<file path="src/rtl/rxf_pkg.sv">
package rxf_pkg;

   localparam int unsigned LANE_N = 3;

   typedef enum logic [1:0] {
      LANE_FIX = 2'd0,
      LANE_CMP = 2'd1,
      LANE_PRG = 2'd2
   } lane_e;

   localparam logic [15:0] WORD_SEL1 = 16'b1011010000110011;
   localparam logic [15:0] WORD_SEL0 = 16'b1100010011010111;
   localparam logic [14:0] CRC_TAPS  = 15'h6815;

endpackage

</file>
<file path="src/rtl/rxf_sync_match.sv">
module rxf_sync_match
   import rxf_pkg::*;
#(
   parameter int unsigned        SYNC_W  = 16,
   parameter logic [SYNC_W-1:0]  WORD_HI = WORD_SEL1,
   parameter logic [SYNC_W-1:0]  WORD_LO = WORD_SEL0
) (
   input  logic              clk,
   input  logic              rst_n,
   input  logic              bit_stb,
   input  logic              bit_in,
   input  logic              fixed_sel,
   input  logic [SYNC_W-1:0] prog_word,
   input  logic              arm_wr,
   input  logic [LANE_N-1:0] arm_wdata,
   output logic [LANE_N-1:0] hit_now,
   output logic [LANE_N-1:0] sync_hit,
   output logic [LANE_N-1:0] prime_q
);

   localparam int unsigned FILL_W = $clog2(SYNC_W);
   localparam logic [FILL_W-1:0] FILL_FULL = FILL_W'(SYNC_W - 1);

   if (SYNC_W < 4) begin : g_bad_sync_w
      $error("rxf_sync_match: SYNC_W must be at least 4");
   end

   logic [SYNC_W-1:0] win_q;
   logic [SYNC_W-1:0] win_nx;
   logic [SYNC_W-1:0] base_word;
   logic [FILL_W-1:0] fill_q;
   logic              win_full;

   assign win_nx    = {win_q[SYNC_W-2:0], bit_in};
   assign base_word = fixed_sel ? WORD_HI : WORD_LO;
   assign win_full  = (fill_q == FILL_FULL);

   for (genvar i = 0; i < int'(LANE_N); i++) begin : g_lane
      logic [SYNC_W-1:0] target;
      if (i == int'(LANE_FIX)) begin : g_fix
         assign target = base_word;
      end else if (i == int'(LANE_CMP)) begin : g_cmp
         assign target = ~base_word;
      end else begin : g_prg
         assign target = prog_word;
      end
      assign hit_now[i] = bit_stb & win_full & prime_q[i] & (win_nx == target);

      // a lane can only report a hit if it was armed the cycle before
      assert_hit_needs_prime_R4: assert property (@(posedge clk) disable iff (!rst_n)
         sync_hit[i] |-> $past(prime_q[i]));
   end

   always_ff @(posedge clk or negedge rst_n) begin
      if (!rst_n) begin
         win_q  <= '0;
         fill_q <= '0;
      end else if (bit_stb) begin
         win_q <= win_nx;
         if (!win_full) fill_q <= fill_q + FILL_W'(1);
      end
   end

   always_ff @(posedge clk or negedge rst_n) begin
      if (!rst_n) begin
         sync_hit <= '0;
         prime_q  <= '0;
      end else begin
         sync_hit <= hit_now;
         if (|hit_now)    prime_q <= '0;
         else if (arm_wr) prime_q <= arm_wdata;
      end
   end

   assert_hit_disarms_R5: assert property (@(posedge clk) disable iff (!rst_n)
      (|sync_hit) |-> (prime_q == '0));

   assert_prime_only_by_write_R4: assert property (@(posedge clk) disable iff (!rst_n)
      (!$past(arm_wr) && !(|sync_hit)) |-> $stable(prime_q));

endmodule

</file>
<file path="src/rtl/rxf_crc_check.sv">
module rxf_crc_check #(
   parameter int unsigned       CRC_W = 15,
   parameter logic [CRC_W-1:0]  TAPS  = rxf_pkg::CRC_TAPS
) (
   input  logic clk,
   input  logic rst_n,
   input  logic bit_stb,
   input  logic bit_in,
   input  logic clear,
   input  logic at_start,
   input  logic crc_ctl,
   output logic verdict
);

   if (CRC_W < 2) begin : g_bad_crc_w
      $error("rxf_crc_check: CRC_W must be at least 2");
   end

   function automatic logic [CRC_W-1:0] crc_step(input logic [CRC_W-1:0] r, input logic b);
      logic fb;
      fb = r[CRC_W-1] ^ b;
      crc_step = {r[CRC_W-2:0], 1'b0} ^ (fb ? TAPS : '0);
   endfunction

   logic [CRC_W-1:0] rem_q;
   logic             par_q;
   logic             last_q;
   logic             have_q;
   logic             ctl_q;
   logic             pend_q;
   logic             ctl_rise;
   logic             restart;
   logic [CRC_W-1:0] chk_rem;

   assign ctl_rise = crc_ctl & ~ctl_q;
   assign restart  = bit_stb & at_start & pend_q & ~clear;
   assign chk_rem  = crc_step(rem_q, ~last_q);
   assign verdict  = have_q & (chk_rem == '0) & ((par_q ^ last_q) == bit_in);

   always_ff @(posedge clk or negedge rst_n) begin
      if (!rst_n) begin
         ctl_q  <= 1'b0;
         pend_q <= 1'b0;
      end else begin
         ctl_q  <= crc_ctl;
         pend_q <= ctl_rise | (pend_q & ~restart & ~clear);
      end
   end

   // one bit of lag: the newest bit is held aside so the next-to-last
   // bit can be divided inverted when a verdict is taken
   always_ff @(posedge clk or negedge rst_n) begin
      if (!rst_n) begin
         rem_q  <= '0;
         par_q  <= 1'b0;
         last_q <= 1'b0;
         have_q <= 1'b0;
      end else if (clear) begin
         rem_q  <= '0;
         par_q  <= 1'b0;
         last_q <= 1'b0;
         have_q <= 1'b0;
      end else if (restart) begin
         rem_q  <= '0;
         par_q  <= 1'b0;
         last_q <= bit_in;
         have_q <= 1'b1;
      end else if (bit_stb) begin
         if (have_q) begin
            rem_q <= crc_step(rem_q, last_q);
            par_q <= par_q ^ last_q;
         end
         last_q <= bit_in;
         have_q <= 1'b1;
      end
   end

   assert_restart_consumes_R10: assert property (@(posedge clk) disable iff (!rst_n)
      (restart && !ctl_rise) |=> !pend_q);

   assert_clear_empties_R9: assert property (@(posedge clk) disable iff (!rst_n)
      clear |=> !verdict);

endmodule

</file>
<file path="src/rtl/rxf_byte_framer.sv">
module rxf_byte_framer #(
   parameter int unsigned BYTE_W = 8
) (
   input  logic              clk,
   input  logic              rst_n,
   input  logic              bit_stb,
   input  logic              bit_in,
   input  logic              realign,
   input  logic              verdict,
   output logic              at_start,
   output logic              byte_rdy,
   output logic [BYTE_W-1:0] rx_byte,
   output logic              crc_ok
);

   localparam int unsigned CNT_W = $clog2(BYTE_W);
   localparam logic [CNT_W-1:0] CNT_LAST = CNT_W'(BYTE_W - 1);

   if (BYTE_W < 4) begin : g_bad_byte_w
      $error("rxf_byte_framer: BYTE_W must be at least 4");
   end

   logic [CNT_W-1:0]  cnt_q;
   logic [BYTE_W-2:0] asm_q;
   logic              last_bit;

   assign at_start = (cnt_q == '0);
   assign last_bit = (cnt_q == CNT_LAST);

   always_ff @(posedge clk or negedge rst_n) begin
      if (!rst_n) begin
         cnt_q    <= '0;
         asm_q    <= '0;
         byte_rdy <= 1'b0;
         rx_byte  <= '0;
         crc_ok   <= 1'b0;
      end else begin
         byte_rdy <= 1'b0;
         if (bit_stb) begin
            if (realign) begin
               cnt_q <= '0;
            end else begin
               asm_q <= {asm_q[BYTE_W-3:0], bit_in};
               if (last_bit) begin
                  cnt_q    <= '0;
                  rx_byte  <= {asm_q, bit_in};
                  crc_ok   <= verdict;
                  byte_rdy <= 1'b1;
               end else begin
                  cnt_q <= cnt_q + CNT_W'(1);
               end
            end
         end
      end
   end

   assert_byte_on_strobe_R6: assert property (@(posedge clk) disable iff (!rst_n)
      byte_rdy |-> $past(bit_stb));

   assert_byte_held_R7: assert property (@(posedge clk) disable iff (!rst_n)
      !byte_rdy |-> $stable(rx_byte));

   assert_verdict_held_R8: assert property (@(posedge clk) disable iff (!rst_n)
      !byte_rdy |-> $stable(crc_ok));

endmodule

</file>
<file path="src/rtl/ffsk_rx_framer.sv">
module ffsk_rx_framer
   import rxf_pkg::*;
#(
   parameter int unsigned        SYNC_W   = 16,
   parameter int unsigned        BYTE_W   = 8,
   parameter int unsigned        CRC_W    = 15,
   parameter logic [CRC_W-1:0]   CRC_POLY = CRC_TAPS,
   parameter logic [SYNC_W-1:0]  WORD_HI  = WORD_SEL1,
   parameter logic [SYNC_W-1:0]  WORD_LO  = WORD_SEL0
) (
   input  logic              clk,
   input  logic              rst_n,
   input  logic              bit_stb,
   input  logic              bit_in,
   input  logic              fixed_sel,
   input  logic [SYNC_W-1:0] prog_word,
   input  logic              arm_wr,
   input  logic [LANE_N-1:0] arm_wdata,
   input  logic              crc_ctl,
   output logic [LANE_N-1:0] sync_hit,
   output logic [LANE_N-1:0] prime_q,
   output logic              byte_rdy,
   output logic [BYTE_W-1:0] rx_byte,
   output logic              crc_ok
);

   if (CRC_W + 1 != SYNC_W) begin : g_bad_widths
      $error("ffsk_rx_framer: checksum field must be as wide as the sync word");
   end

   logic [LANE_N-1:0] hit_now;
   logic              any_hit;
   logic              at_start;
   logic              verdict;

   assign any_hit = |hit_now;

   rxf_sync_match #(
      .SYNC_W  (SYNC_W),
      .WORD_HI (WORD_HI),
      .WORD_LO (WORD_LO)
   ) u_match (
      .clk       (clk),
      .rst_n     (rst_n),
      .bit_stb   (bit_stb),
      .bit_in    (bit_in),
      .fixed_sel (fixed_sel),
      .prog_word (prog_word),
      .arm_wr    (arm_wr),
      .arm_wdata (arm_wdata),
      .hit_now   (hit_now),
      .sync_hit  (sync_hit),
      .prime_q   (prime_q)
   );

   rxf_crc_check #(
      .CRC_W (CRC_W),
      .TAPS  (CRC_POLY)
   ) u_crc (
      .clk      (clk),
      .rst_n    (rst_n),
      .bit_stb  (bit_stb),
      .bit_in   (bit_in),
      .clear    (any_hit),
      .at_start (at_start),
      .crc_ctl  (crc_ctl),
      .verdict  (verdict)
   );

   rxf_byte_framer #(
      .BYTE_W (BYTE_W)
   ) u_frame (
      .clk      (clk),
      .rst_n    (rst_n),
      .bit_stb  (bit_stb),
      .bit_in   (bit_in),
      .realign  (any_hit),
      .verdict  (verdict),
      .at_start (at_start),
      .byte_rdy (byte_rdy),
      .rx_byte  (rx_byte),
      .crc_ok   (crc_ok)
   );

   assert_no_byte_on_hit_R6: assert property (@(posedge clk) disable iff (!rst_n)
      (|sync_hit) |-> !byte_rdy);

   assert_outputs_follow_strobe_R12: assert property (@(posedge clk) disable iff (!rst_n)
      (|sync_hit) |-> $past(bit_stb));

endmodule

</file>
<file path="config.mk">
export PLATFORM = sky130hd
export DESIGN_NAME = ffsk_rx_framer
export DESIGN_NICKNAME = d
export VERILOG_FILES = /design/src/rtl/rxf_pkg.sv /design/src/rtl/rxf_sync_match.sv /design/src/rtl/rxf_crc_check.sv /design/src/rtl/rxf_byte_framer.sv /design/src/rtl/ffsk_rx_framer.sv
export SDC_FILE = /design/constraint.sdc
export NUM_CORES = 1
export LEC_CHECK = 0
export ABC_CLOCK_PERIOD_IN_PS = 3000
export CAP_MARGIN = 20
export CORE_MARGIN = 5
export CORE_UTILIZATION = 45
export DETAILED_ROUTE_END_ITERATION = 7
export MAX_ROUTING_LAYER = met4
export PLACE_DENSITY = 0.68
export SLEW_MARGIN = 20
export SYNTH_ARGS = -nofsm -noshare
export SYNTH_HDL_FRONTEND = slang
export SYNTH_SLANG_ARGS = --single-unit
</file>
<file path="constraint.sdc">
create_clock -name clk -period 3 [get_ports clk]
set_input_delay 0.3 -clock clk [delete_from_list [all_inputs] [get_ports clk]]
set_output_delay 0.3 -clock clk [all_outputs]
set_load 0.05 [all_outputs]
</file>
After elaboration in Yosys (flattened, before gate mapping)
Index checks and enable logic that the tools add are counted.
- bitwise operators: 27
- add/subtract/negate cells: 2
- reductions and logical operators: 10
- muxes and demuxes: 24
- equal/unequal tests: 6
- operators by type and width (kind ; number):
    $mux 15 ; 7
    $eq 16x16->1 ; 3
    $xor 15x15->15 ; 2
    $not 16->16 ; 1
    $and 1x1->1 ; 15
    $logic_not 15->1 ; 1
    $mux 1 ; 13
    $mux 3 ; 4
    $reduce_and 2->1 ; 3
    $reduce_bool 3->1 ; 2
    $not 1->1 ; 5
    $add 4x1->4 const B ; 1
    $eq 4x4->1 const B ; 1
    $add 3x1->3 const B ; 1
    $eq 3x3->1 const B ; 1
    $logic_not 3->1 ; 1
    $reduce_and 3->1 ; 1
    $reduce_or 3->1 ; 1
    $xor 1x1->1 ; 3
    $reduce_bool 2->1 ; 1
    $eq 1x1->1 ; 1
    $or 1x1->1 ; 1
- register bits: 65
- output and inout port bits: 16
- word-level logic and storage cells: 84
- input port bits: 26

Longest topological paths before layout
- word-level depth: 11
- gate-level depth with buffers: 9
- gate-level depth less buffers: 7

Modules after synthesis
Synthesis repeated with hierarchy kept, for this count alone.
- cells, all modules: 250
- area, all modules: 3185.6 um2
- by module, submodules not included (module ; cells each ; times used ; area each (um2) ; seq. area each (um2)):
    rxf_sync_match ; 115 ; 1 ; 1347.5 ; 625.6
    rxf_crc_check ; 81 ; 1 ; 960.9 ; 500.5
    rxf_byte_framer ; 53 ; 1 ; 870.8 ; 500.5
    ffsk_rx_framer ; 1 ; 1 ; 6.3 ; 0.0

Least setup slack after synthesis
Ideal clock, no wire load.
- path kind: reg-to-reg
- start point: reg u_match.win_q[2]
- end point: reg u_frame.crc_ok
- setup slack: 0.454 ns
- path buffers: 0
- library setup time: 0.128 ns
- data required time: 2.872 ns
- cell stages (with the launch flop): 7
- clock period less this slack: 2.546 ns
- data arrival time: 2.418 ns
- cell sequence: dfrtp_1 -> or4b_1 -> or4_4 -> nor4_4 -> a2111oi_4 -> nand2_4 -> mux2_1
- longest elaborated chain between the ends: 5
- elaborated cells between the ends (all ways): 9
- classes of those cells: 3 x eq/ne; 4 x bitwise; 2 x reduce/logical
- ends and longest elaborated chain (item ; RTL line ; text):
    start: declaration ; rxf_sync_match.sv:28 ; logic [SYNC_W-1:0] win_q;
    start signal: assignment ; rxf_sync_match.sv:59 ; win_q <= win_nx;
    $eq 16x16->1 ; rxf_sync_match.sv:47 ; assign hit_now[i] = bit_stb & win_full & prime_q[i] & (win_nx == target);
    $and 1x1->1 ; rxf_sync_match.sv:47 ;
    via hit_now[0] ; ffsk_rx_framer.sv:31 ; logic [LANE_N-1:0] hit_now;
    $reduce_or 3->1 ; ffsk_rx_framer.sv:36 ; assign any_hit = |hit_now;
    $not 1->1 (no line) ; - ;
    $reduce_and 3->1 (no line) ; - ;
    end signal: assignment ; rxf_byte_framer.sv:47 ; crc_ok <= verdict;
    end: declaration ; rxf_byte_framer.sv:13 ; output logic crc_ok
The timed path passes the listed nets, and every way through them passes these cells.
A chain may end at the register's enable or synchronous reset.

Worst setup path after layout
- start point: reg u_match.win_q[2]
- end point: reg u_frame.rx_byte[2]
- longest elaborated chain between the ends: 5
- elaborated cells between the ends (all ways): 9
- classes of those cells: 3 x eq/ne; 4 x bitwise; 2 x reduce/logical
- ends and longest elaborated chain (item ; RTL line ; text):
    $eq 16x16->1 ; rxf_sync_match.sv:47 ;
    $and 1x1->1 ; rxf_sync_match.sv:47 ;
    via hit_now[0] ; ffsk_rx_framer.sv:31 ;
    $reduce_or 3->1 ; ffsk_rx_framer.sv:36 ;
    $not 1->1 (no line) ; - ;
    $reduce_and 3->1 (no line) ; - ;
    end signal: assignment ; rxf_byte_framer.sv:46 ; rx_byte <= {asm_q, bit_in};
    end: declaration ; rxf_byte_framer.sv:12 ; output logic [BYTE_W-1:0] rx_byte,
The timed path passes the listed nets, and every way through them passes these cells.

==> impl_metrics.yaml <==
logic_synthesis:
  async_flop_share_pct: 100.0
  synth_top_cell_area_share_pct: 52.85
  yosysWarnings: 0
  yosysMostFrequentCell: "dfrtp_1"
  synth_area_leaders: "dfrtp_1, mux2_2, xnor2_1, mux2_1, nand2_1"
  syn_inst: 259
  yosys-top-cells-count: "dfrtp_1, nand2_1, mux2_2, xnor2_1, nor2_1"
  ys_seq_area_share_pct: 52.85
  ys.flop_type: "dfrtp_1"
  syn_avg_cell_area_um2: 11.88
  synth_seq_cells: 65
  syn_area_um2: 3078
  synth_nets: 289
  synth_edf_count: 0
  yosysTopAreaCell: "dfrtp_1"
  yosysUniqueCellTypes: 42
hold_path:
  worstHoldPathType: "input pin to asynchronous set/reset pin"
place:
  dp_slack_ns: 0.1789
  dp_hpwl_um: 4232
  gp_congestion: 0.7707
  io_buffers: 41
layout:
  area_growth_pct: 24.39
  final_net_count: 340
  final_layout_size_suffix_gt1_share_pct: 20.00
  antenna_cells: 0
sta:
  tightest_slew_ns: 0.8016
  post-route-min-period_ns: 2.728
  fin_crit_sh_pct: 90.92
  finalSetupViolCount: 0
  setup_slack_ns: 0.2724
  max_freq_mhz: 366.6
  fin_setup_tns_ns: 0
  fin_skew_ns: 0.008560
  slew_headroom_pct: 46.56
  slew_violations: 0
  rsz0062_at_grt: "no"
  hold_viol: 0
critical_path:
  rr_worst_depth: 6
  r2r_start: "u_match.win_q[2]"
  critical_path_class: "flop to flop"
  path_max_fanout: 10
  end_kind: "flop"
  r2r_setup_slack_ns: 0.27
  cp-start-kind: "flop"
  arrival_ns: 2.95
  timing.rr.end: "u_frame.rx_byte[2]"
  crit_required_ns: 3.22
floorplan:
  ios: 42
  start_util_pct: 45.81
  row_count: 30
  die_h_um: 92.71
  core_region_area_um2: 6719
  die_w_um: 92.71
  die-area_um2: 8594
clocking:
  cts_setup_buffers: 0
  holdBufCountCts: 0
  numCtsBuffers: 9
  cts_tree: "built"
  root_buffer: "clkbuf_8"
  cts_max_path_buffers: 2
  clkSinkCount: 65
  cts_max_level: 3
  worstSkewPairLatency_ns: 0.34
  clkTransAtPathRegs_ns: 0.07
  ctsResizeCount: 0
global_routing:
  gr-total-overflow: 0
  grt_max_degree: 66
  gr-usage-all-layers_pct: 15.72
  grt_pass1_wl_um: 10210
  grt_pass1_vias: 2099
  antenna_found_initial: 0
pwr:
  irDropWorstVdd_uv: 309.9
  cellPowerDensity_nw_per_um2: 903.8
  leakagePower_nw: 1.669
detailed_routing:
  drt-initial-drc-count: 41
  viasPerCell: 5.230
  ant_nets: 0
  firstDrtPassIters: 4
  vias: 2066
  remaining_drc_errors: 0
  drt-total-wl_um: 5879
  wl_per_cell_um: 14.88
outcome:
  outcome: "finished, final reports clean"
job:
  maxCapViolCount: 0
[per-stage QoR]
stage | power, mW | cells | hold slack (ns) | instance area, um^2 | utilization [%]
4_1_cts | 3.503 | 395 | 0.1614 | 3829 | 56.98
2_1_floorplan | 2.254 | 259 | 0.004409 | 3078 | -
3_5_place_dp | 2.588 | 379 | 0.4224 | 3586 | 53.37
6_report | 3.460 | 395 | 0.1263 | 3829 | 56.98
3_3_place_gp | 2.551 | 379 | 0.4148 | 3586 | 53.37
5_1_grt | 3.681 | 395 | 0.2319 | 3829 | 56.98
[layout make-up]
type	instances	area, um^2
multi-input cells	178	1368
flip-flops and latches	65	1627
clock inverters	6	105.1
well taps	80	100.1
inverters	7	26.28
repair buffers	49	465.4
clock buffers	10	137.6
fillers	583	2890
[power by group]
part	internal, mW	switching, mW	total, mW	leakage, nW
Clock	0.570	0.333	0.903	0.126
Combinational	0.524	0.582	1.11	0.749
Sequential	1.18	0.275	1.45	0.794
Total	2.27	1.19	3.46	1.67
[cells by family (layout without fill, tap and decap cells)]
| group | count (synthesis) | after routing | share of synthesized area (%) |
|---|---|---|---|
| simple gates | 82 | 82 | 14.80 |
| flops | 65 | 65 | 52.85 |
| mux | 38 | 38 | 13.66 |
| compound gates | 27 | 27 | 6.667 |
| xor+xnor | 27 | 27 | 7.683 |
| buf+inv | 16 | 72 | 2.724 |
| fa+ha+maj | 4 | 4 | 1.626 |
[critical path, stage by stage, from the launching register on]
cell,delay [ns]
dfrtp_1,0.43
or4b_1,0.54
or4_4,0.54
nor4_4,0.39
a2111oi_4,0.15
nand2_4,0.22
mux2_1,0.34
[layer usage]
layer / global-route usage (%) / routed length (um) / up-vias
met2: 23.08 / 2780 / 34
met5: - / 0 / -
met1: 20.82 / 2755 / 1015
met4: 8.059 / 108 / 0
li1: - / - / 1005
met3: 3.006 / 234 / 12
[worst max path at each step]
stage                           from                 end  slack (ns)  cells past startpoint
finish              u_match.win_q[2]  u_frame.rx_byte[2]        0.27                      6
global route        u_match.win_q[2]      u_frame.crc_ok        0.16                      6
CTS                 u_match.win_q[2]  u_frame.rx_byte[2]        0.27                      6
detailed placement         fixed_sel  u_frame.rx_byte[2]        0.18                      7
global placement           fixed_sel      u_frame.crc_ok        0.24                      7
floorplan           u_match.win_q[2]      u_frame.crc_ok        0.45                      6
[layout by cell type (no fill, tap or decap), types with 2 or more instances in the layout]
cell type	instances
inv_1	7
a21oi_1	13
nand3_1	2
mux2_1	9
nand2_1	26
clkinv_2	3
xnor2_1	17
mux2_2	23
ha_1	4
clkbuf_8	10
nor2_2	6
o22ai_1	3
nor4bb_1	3
nor4_1	4
dfrtp_1	65
bufinv_16	3
nor3b_1	3
nor2_1	15
nor3_1	2
xor2_1	10
nor2b_1	3
mux2i_1	6
buf_4	8
and2_1	2
a21oi_2	4
clkdlybuf4s50_1	40
nand4_1	7
[registers in the layout, indices dropped and copies added, names as in the netlist]
| name | flops |
|---|---|
| u_frame.asm_q | 7 |
| u_match.prime_q | 3 |
| u_crc.rem_q | 15 |
| u_match.win_q | 15 |
| u_match.fill_q | 4 |
| u_crc.pend_q | 1 |
| u_frame.cnt_q | 3 |
| u_crc.have_q | 1 |
| u_crc.last_q | 1 |
| u_frame.crc_ok | 1 |
| u_frame.byte_rdy | 1 |
| u_crc.par_q | 1 |
| u_frame.rx_byte | 8 |
| u_match.sync_hit | 3 |
| u_crc.ctl_q | 1 |
Note: power is estimated with default switching activity, not from simulation.
